<file path="src/rtl/hrx_pkg.sv">
package hrx_pkg;
  localparam int unsigned HOST_ADDR_W  = 3;
  localparam int unsigned HOST_BYTE_W  = 8;
  localparam int unsigned WORD_BYTES   = 3;
  localparam logic [HOST_ADDR_W-1:0] ADDR_CTRL   = 3'd0;
  localparam logic [HOST_ADDR_W-1:0] ADDR_STATUS = 3'd2;
  localparam logic [HOST_ADDR_W-1:0] ADDR_BYTE0  = 3'd5; // most significant byte
  localparam int unsigned CTRL_TREQ_BIT = 1;
  localparam int unsigned CTRL_RSVD_BIT = 2;
  localparam int unsigned CTRL_HF0_BIT  = 3;
  localparam int unsigned CTRL_HF1_BIT  = 4;
  localparam int unsigned STAT_EMPTY_BIT = 1;
  localparam logic [7:0]  RX_VECTOR     = 8'h20;
endpackage

</file>
<file path="src/rtl/hrx_host_regs.sv">
module hrx_host_regs
  import hrx_pkg::*;
#(
  parameter int unsigned ADDR_W = HOST_ADDR_W,
  parameter int unsigned BYTE_W = HOST_BYTE_W
)(
  input  logic              clk,
  input  logic              rst_n,
  input  logic              host_wr,
  input  logic [ADDR_W-1:0] host_addr,
  input  logic [BYTE_W-1:0] host_wdata,
  output logic [BYTE_W-1:0] ctrl_q,
  output logic              treq_en,
  output logic [1:0]        host_flags
);
  logic ctrl_wr;
  assign ctrl_wr = host_wr && (host_addr == ADDR_CTRL);

  always_ff @(posedge clk or negedge rst_n) begin
    if (!rst_n) begin
      ctrl_q <= '0;
    end else if (ctrl_wr) begin
      ctrl_q <= host_wdata;
      ctrl_q[CTRL_RSVD_BIT] <= 1'b0;
    end
  end

  assign treq_en    = ctrl_q[CTRL_TREQ_BIT];
  assign host_flags = {ctrl_q[CTRL_HF1_BIT], ctrl_q[CTRL_HF0_BIT]};
endmodule

</file>
<file path="src/rtl/hrx_byte_buffer.sv">
module hrx_byte_buffer
  import hrx_pkg::*;
#(
  parameter int unsigned ADDR_W  = HOST_ADDR_W,
  parameter int unsigned BYTE_W  = HOST_BYTE_W,
  parameter int unsigned N_BYTES = WORD_BYTES,
  localparam int unsigned WORD_W = BYTE_W * N_BYTES
)(
  input  logic              clk,
  input  logic              rst_n,
  input  logic              host_wr,
  input  logic [ADDR_W-1:0] host_addr,
  input  logic [BYTE_W-1:0] host_wdata,
  input  logic              dsp_take,
  output logic [WORD_W-1:0] buf_word,
  output logic              empty_q,
  output logic              commit
);
  // byte i is at bit slice i; byte 0 is the least significant (committing) byte
  genvar gi;
  generate
    for (gi = 0; gi < N_BYTES; gi++) begin : g_byte
      localparam logic [ADDR_W-1:0] MY_ADDR = ADDR_W'(int'(ADDR_BYTE0) + N_BYTES - 1 - gi);
      logic [BYTE_W-1:0] byte_q;
      always_ff @(posedge clk or negedge rst_n) begin
        if (!rst_n)
          byte_q <= '0;
        else if (host_wr && host_addr == MY_ADDR)
          byte_q <= host_wdata;
      end
      assign buf_word[gi*BYTE_W +: BYTE_W] = byte_q;
    end
  endgenerate

  localparam logic [ADDR_W-1:0] LOW_ADDR = ADDR_W'(int'(ADDR_BYTE0) + N_BYTES - 1);
  assign commit = host_wr && (host_addr == LOW_ADDR);

  always_ff @(posedge clk or negedge rst_n) begin
    if (!rst_n)
      empty_q <= 1'b1;
    else if (commit)
      empty_q <= 1'b0;
    else if (dsp_take)
      empty_q <= 1'b1;
  end
endmodule

</file>
<file path="src/rtl/hrx_word_stage.sv">
module hrx_word_stage #(
  parameter int unsigned WORD_W = 24
)(
  input  logic              clk,
  input  logic              rst_n,
  input  logic              buf_empty,
  input  logic [WORD_W-1:0] buf_word,
  input  logic              dsp_ready,
  output logic              full_q,
  output logic [WORD_W-1:0] word_q,
  output logic              take
);
  logic move;
  assign move = !buf_empty && !full_q;
  assign take = full_q && dsp_ready;

  always_ff @(posedge clk or negedge rst_n) begin
    if (!rst_n) begin
      full_q <= 1'b0;
      word_q <= '0;
    end else if (move) begin
      full_q <= 1'b1;
      word_q <= buf_word;
    end else if (take) begin
      full_q <= 1'b0;
    end
  end
endmodule

</file>
<file path="src/rtl/host_rx_path.sv">
module host_rx_path
  import hrx_pkg::*;
#(
  parameter int unsigned ADDR_W  = HOST_ADDR_W,
  parameter int unsigned BYTE_W  = HOST_BYTE_W,
  parameter int unsigned N_BYTES = WORD_BYTES,
  parameter int unsigned VEC_W   = 8,
  localparam int unsigned WORD_W = BYTE_W * N_BYTES
)(
  input  logic              clk,
  input  logic              rst_n,
  input  logic              host_wr,
  input  logic [ADDR_W-1:0] host_addr,
  input  logic [BYTE_W-1:0] host_wdata,
  output logic [BYTE_W-1:0] host_rdata,
  output logic              hreq_n,
  input  logic              dsp_hcr_we,
  input  logic [BYTE_W-1:0] dsp_hcr_wdata,
  output logic              dsp_rx_valid,
  input  logic              dsp_rx_ready,
  output logic [WORD_W-1:0] dsp_rx_data,
  output logic              dsp_irq,
  output logic [VEC_W-1:0]  dsp_irq_vec,
  output logic [1:0]        dsp_host_flags
);
  logic [BYTE_W-1:0] ctrl_q;
  logic              treq_en;
  logic [WORD_W-1:0] buf_word;
  logic              empty_q;
  logic              commit;
  logic              take;
  logic              rx_ie_q;

  hrx_host_regs #(.ADDR_W(ADDR_W), .BYTE_W(BYTE_W)) u_regs (
    .clk(clk), .rst_n(rst_n), .host_wr(host_wr), .host_addr(host_addr),
    .host_wdata(host_wdata), .ctrl_q(ctrl_q), .treq_en(treq_en),
    .host_flags(dsp_host_flags)
  );

  hrx_byte_buffer #(.ADDR_W(ADDR_W), .BYTE_W(BYTE_W), .N_BYTES(N_BYTES)) u_buf (
    .clk(clk), .rst_n(rst_n), .host_wr(host_wr), .host_addr(host_addr),
    .host_wdata(host_wdata), .dsp_take(take), .buf_word(buf_word),
    .empty_q(empty_q), .commit(commit)
  );

  hrx_word_stage #(.WORD_W(WORD_W)) u_stage (
    .clk(clk), .rst_n(rst_n), .buf_empty(empty_q), .buf_word(buf_word),
    .dsp_ready(dsp_rx_ready), .full_q(dsp_rx_valid), .word_q(dsp_rx_data),
    .take(take)
  );

  always_ff @(posedge clk or negedge rst_n) begin
    if (!rst_n)
      rx_ie_q <= 1'b0;
    else if (dsp_hcr_we)
      rx_ie_q <= dsp_hcr_wdata[0];
  end

  assign hreq_n      = !(treq_en && empty_q);
  assign dsp_irq     = rx_ie_q && dsp_rx_valid;
  assign dsp_irq_vec = dsp_irq ? VEC_W'(RX_VECTOR) : '0;

  always_comb begin
    host_rdata = '0;
    if (host_addr == ADDR_CTRL)
      host_rdata = ctrl_q;
    else if (host_addr == ADDR_STATUS)
      host_rdata[STAT_EMPTY_BIT] = empty_q;
  end
endmodule

</file>
<file path="config.mk">
export PLATFORM = sky130hd
export DESIGN_NAME = host_rx_path
export DESIGN_NICKNAME = d
export VERILOG_FILES = /design/src/rtl/hrx_pkg.sv /design/src/rtl/hrx_host_regs.sv /design/src/rtl/hrx_byte_buffer.sv /design/src/rtl/hrx_word_stage.sv /design/src/rtl/host_rx_path.sv
export SDC_FILE = /design/constraint.sdc
export NUM_CORES = 1
export LEC_CHECK = 0
export BUFFER_PORTS_ARGS = -buffer_cell sky130_fd_sc_hd__buf_2
export CORE_MARGIN = 5
export CORE_UTILIZATION = 40
export DETAILED_ROUTE_END_ITERATION = 10
export PLACE_DENSITY = 0.67
export REMOVE_ABC_BUFFERS = 1
export SLEW_MARGIN = 20
export SYNTH_ARGS = -nofsm -noshare
export SYNTH_HDL_FRONTEND = slang
export SYNTH_SLANG_ARGS = --single-unit
export TNS_END_PERCENT = 100
</file>
<file path="constraint.sdc">
create_clock -name clk -period 1.4 [get_ports clk]
set_input_delay 0.28 -clock clk [delete_from_list [all_inputs] [get_ports clk]]
set_output_delay 0.28 -clock clk [all_outputs]
set_load 0.01 [all_outputs]
</file>
======== Word-level counts from Yosys, hierarchy flattened ========
Index checks and enable logic that the tools add are counted.
cells by class
  mux-type cells .......................... 9
  reduce and logical (&&, ||, !) cells .... 14
  eq/ne operators ......................... 4
operator list
  operator                                                         number
  6-bit 2-to-1 mux                                                 2
  3-bit == test, second input constant                             3
  1-bit logical AND                                                8
  1-bit 2-to-1 mux                                                 7
  2-bit nonzero test                                               2
  3-bit by 2-bit == test with 1-bit output, second input constant  1
  1-bit logical NOT                                                3
  3-bit logical NOT                                                1
storage, ports and cells
  register bits after elaboration ......... 58
  logic and storage cells ................. 35
  bits of input ports ..................... 24
  output and inout bits ................... 45

======== Depth between registers and ports, before layout ========
  word-level depth ........................ 3
  depth in mapped cells ................... 3

======== Cells and area by module ========
From an unflattened synthesis, not the netlist that was laid out.
unflattened totals
  cell total of the unflattened synthesis .. 152
  area total of the unflattened synthesis .. 2389.8 um^2
by module, submodules not included
  module           cells an instance  area each (um^2)  times used
  hrx_byte_buffer  54                 950.9             1
  hrx_word_stage   55                 948.4             1
  hrx_host_regs    20                 311.5             1
  host_rx_path     23                 178.9             1

======== Worst setup path before layout ========
OpenSTA, ideal clock, no wires.
  kind .................................... register -> register
  from .................................... register u_stage.full_q
  to ...................................... register u_stage.word_q[10]
  cell stages (with the launch flop) ...... 4
  path slack .............................. 0.027 ns
  setup time .............................. 0.125 ns
  arrival time ............................ 1.249 ns
  required time ........................... 1.275 ns
  clock period less this slack ............ 1.373 ns
  cell sequence ........................... dfrtp_1 nor2_2 buf_2 mux2_2
on the way
  longest elaborated chain between the ends .. 2
RTL lines
  item                      line                  text
  start: declaration        hrx_word_stage.sv:9   output logic full_q,
  start signal: assignment  hrx_word_stage.sv:19  full_q <= 1'b0;
  start signal: assignment  hrx_word_stage.sv:22  full_q <= 1'b1;
  start signal: assignment  hrx_word_stage.sv:25  full_q <= 1'b0;
  1-bit logical NOT         hrx_word_stage.sv:14  assign move = !buf_empty && !full_q;
  1-bit logical AND         hrx_word_stage.sv:14
  end signal: assignment    hrx_word_stage.sv:23  word_q <= buf_word;
  end: declaration          hrx_word_stage.sv:10  output logic [WORD_W-1:0] word_q,
No other way between the ends.
A chain may end at the register's enable or synchronous reset.

======== Worst setup path after layout ========
  from .................................... register u_buf.empty_q
  to ...................................... output hreq_n
on the way
  longest elaborated chain between the ends .. 2
RTL lines
  item                      line                   text
  start: declaration        hrx_byte_buffer.sv:16  output logic empty_q,
  start signal: assignment  hrx_byte_buffer.sv:40  empty_q <= 1'b1;
  start signal: assignment  hrx_byte_buffer.sv:42  empty_q <= 1'b0;
  start signal: assignment  hrx_byte_buffer.sv:44  empty_q <= 1'b1;
  1-bit logical AND         host_rx_path.sv:59     assign hreq_n = !(treq_en && empty_q);
  1-bit logical NOT         host_rx_path.sv:59
  end: declaration          host_rx_path.sv:16     output logic hreq_n,
No other way between the ends.

==> impl_metrics.ini <==
[outcome]
outcome = finished with violations
violations = setup timing

[logic_synthesis]
synth_cell_types = 17
yosys.area.top_type_share_pct = 60.4
synth_area_um2 = 2360
yosys.area.top_type = dfrtp_1
ys_seq_area_share_pct = 61.5
yosysWarnings = 0
synthTopCellsByArea = dfrtp_1 (60%), mux2_2 (27%), buf_4 (3.8%)
syn-instance-count = 150
synth_seq_cells = 58
syn_area_per_cell_um2 = 15.7

[sta]
slew_viol_final = 0
finClkSkew_ns = 0.00360
max_freq_mhz = 666
hold_viol = 0
period_share_pct = 107
whs_ns = 0.158
setup_viol = 2
rsz0062_at_grt = true
period_needed_ns = 1.50
layout_setup_ws_ns = -0.102

[route]
vias_per_cell = 4.66
antenna_left = 0
drt-total-wl_um = 4610
dr_total_vias = 1416
drt_iter0_drc = 49
avgRoutedWirePerCell_um = 15.2
dr.pass1.iters = 4
drc = 0

[setup_path]
crit_slowest_cell = dfstp_2
crit_chain = buf_4 -> buf_6 -> nand2_1 -> buf_2
cp-start-kind = flip-flop
path_max_fanout = 4
end_kind = output port
worstPathRequired_ns = 1.12
worstPathArrival_ns = 1.22
critPathMaxStageDelay_ns = 0.53
path_class = reg -> out
cp_num_buf_inv = 3
crit_family = flip-flops

[global_route]
grt_pass1_wl_um = 7400
grt_max_degree = 27
grt_pass1_vias = 1473
antenna_found_initial = 0
gr-total-overflow = 0
grt_usage_pct = 13.0

[finish]
syn_to_final_growth_pct = 28.1
drive_above_1_share_pct = 63.8
antennaDiodeCount = 0
nets = 248
fillers = 527

[clock_tree]
clk_pin_slew_worst_paths_ns = 0.06
cts_tree = built
clk_latency_ns = 0.31
cts_max_path_buffers = 2
cts_root_buffer = clkbuf_8
htreeDepth = 3
cts_buffers = 9
cts_sinks = 58

[floorplanning]
design.core.area_um2 = 5820
ios = 69
die_area_um2 = 7540
die_w_um = 86.8
rows = 28
fp.dieH_um = 86.8
initial_core_util_pct = 40.6

[power_and_ir_drop]
total_power_uw = 5880
irDropWorstVdd_uv = 1090
p_leak_uw = 0.00146
power.density_nw_per_um2 = 1940

[place]
portBuffers = 53
finalWeightedCongestion = 0.763
hpwlAfterDp_um = 3250

[min_path]
hp-class = in -> reg

[flow_run]
drv_cap = 0
-- worst register-to-register path: cells and delay by family (launching register included) --
family / cells / cell delay [ns]
flops: 1 / 0.37
buf+inv: 3 / 0.43
mux: 1 / 0.36
simple gates: 1 / 0.09
-- cells in the mapped netlist (all sizes together) --
master and number:
conb 1, and2 7, dfstp 1, mux2 56
dfrtp 57, nor4b 1, buf 16, nand2 1
nand4 1, nor3 2, nand4b 2, mux2i 2
nor2 1, a21oi 1, a41oi 1
-- timing repair --
| item | 4_1_cts | 5_1_grt |
|---|---|---|
| resized for setup | 0 | 4 |
| endpoints found under the setup margin | 3 | 10 |
| buffers inserted | 2 | 3 |
| hold buffers | 1 | 0 |
| endpoints found under the hold margin | 13 | 0 |
-- kinds of logic after synthesis --
family | after synthesis | synth area share, %
buffers and inverters | 16 | 4.93
AND/OR/NAND/NOR | 15 | 5.25
flip-flops | 58 | 61.5
AO/OA/AOI/OAI | 2 | 0.583
other | 1 | 0.159
multiplexers | 58 | 27.6
-- cell type report --
class                      count  area [um^2]  share of cell area, %
clock buffer                  14          163                   5.38
clock inverter                 2         35.0                   1.16
multi-input combinational     83          826                   27.3
sequential                    58         1450                   48.0
tap                           75         93.8                   3.10
timing repair buffer          72          455                   15.1
-- layout by cell type (no fill, tap or decap), types with 2 or more instances in the layout --
cell type	count
clkbuf_8	11
buf_12	3
clkbuf_1	3
conb_1	8
buf_6	2
nand4b_2	2
nor3_1	2
and2_1	6
mux2i_1	2
dfrtp_1	57
buf_4	13
mux2_2	56
buf_2	53
-- sequential cells by signal, summed over array words and instances, names as in the netlist --
name	flops
rx_ie_q	1
u_buf.g_byte.byte_q	24
u_buf.empty_q	1
u_stage.word_q	24
u_regs.ctrl_q	7
u_stage.full_q	1
-- power breakdown --
group	total, uW	switching, uW	internal [uW]
Combinational	1830	786	1040
Sequential	2540	275	2260
Clock	1510	592	919
-- metrics by stage --
step	setup WS, ns	util, %	cells	setup TNS [ns]	cell area (um^2)
after floorplan	-0.252	-	141	-6.05	2270
after global placement	-0.0154	47.5	282	-0.117	2770
after detailed placement	-0.0552	47.5	282	-0.381	2770
after CTS	-0.103	51.4	301	-0.139	2990
after global routing	-0.176	52.0	304	-0.696	3030
final	-0.102	52.0	304	-0.180	3030
-- layer usage --
layer	share of wire (%)	track usage [%]
met2	50	20.4
met5	0	0
met3	7.3	3.80
met4	1.5	6.80
met1	42	16.2
-- path summary, 6_finish.rpt --
check                      slack [ns]                       from  depth (start not counted)                   endpoint
setup reg to reg                 0.02              u_buf.empty_q                          5          u_stage.word_q[6]
hold reg to reg                  0.50  u_buf.g_byte[2].byte_q[5]                          1  u_buf.g_byte[2].byte_q[5]
min in group asynchronous        0.43                      rst_n                          2          u_stage.word_q[1]
max in group asynchronous        0.48                      rst_n                          3  u_buf.g_byte[1].byte_q[0]
setup / recovery                -0.10              u_buf.empty_q                          4                     hreq_n
hold / removal                   0.16               dsp_rx_ready                          2             u_stage.full_q
Note: power is estimated with default switching activity, not from simulation.
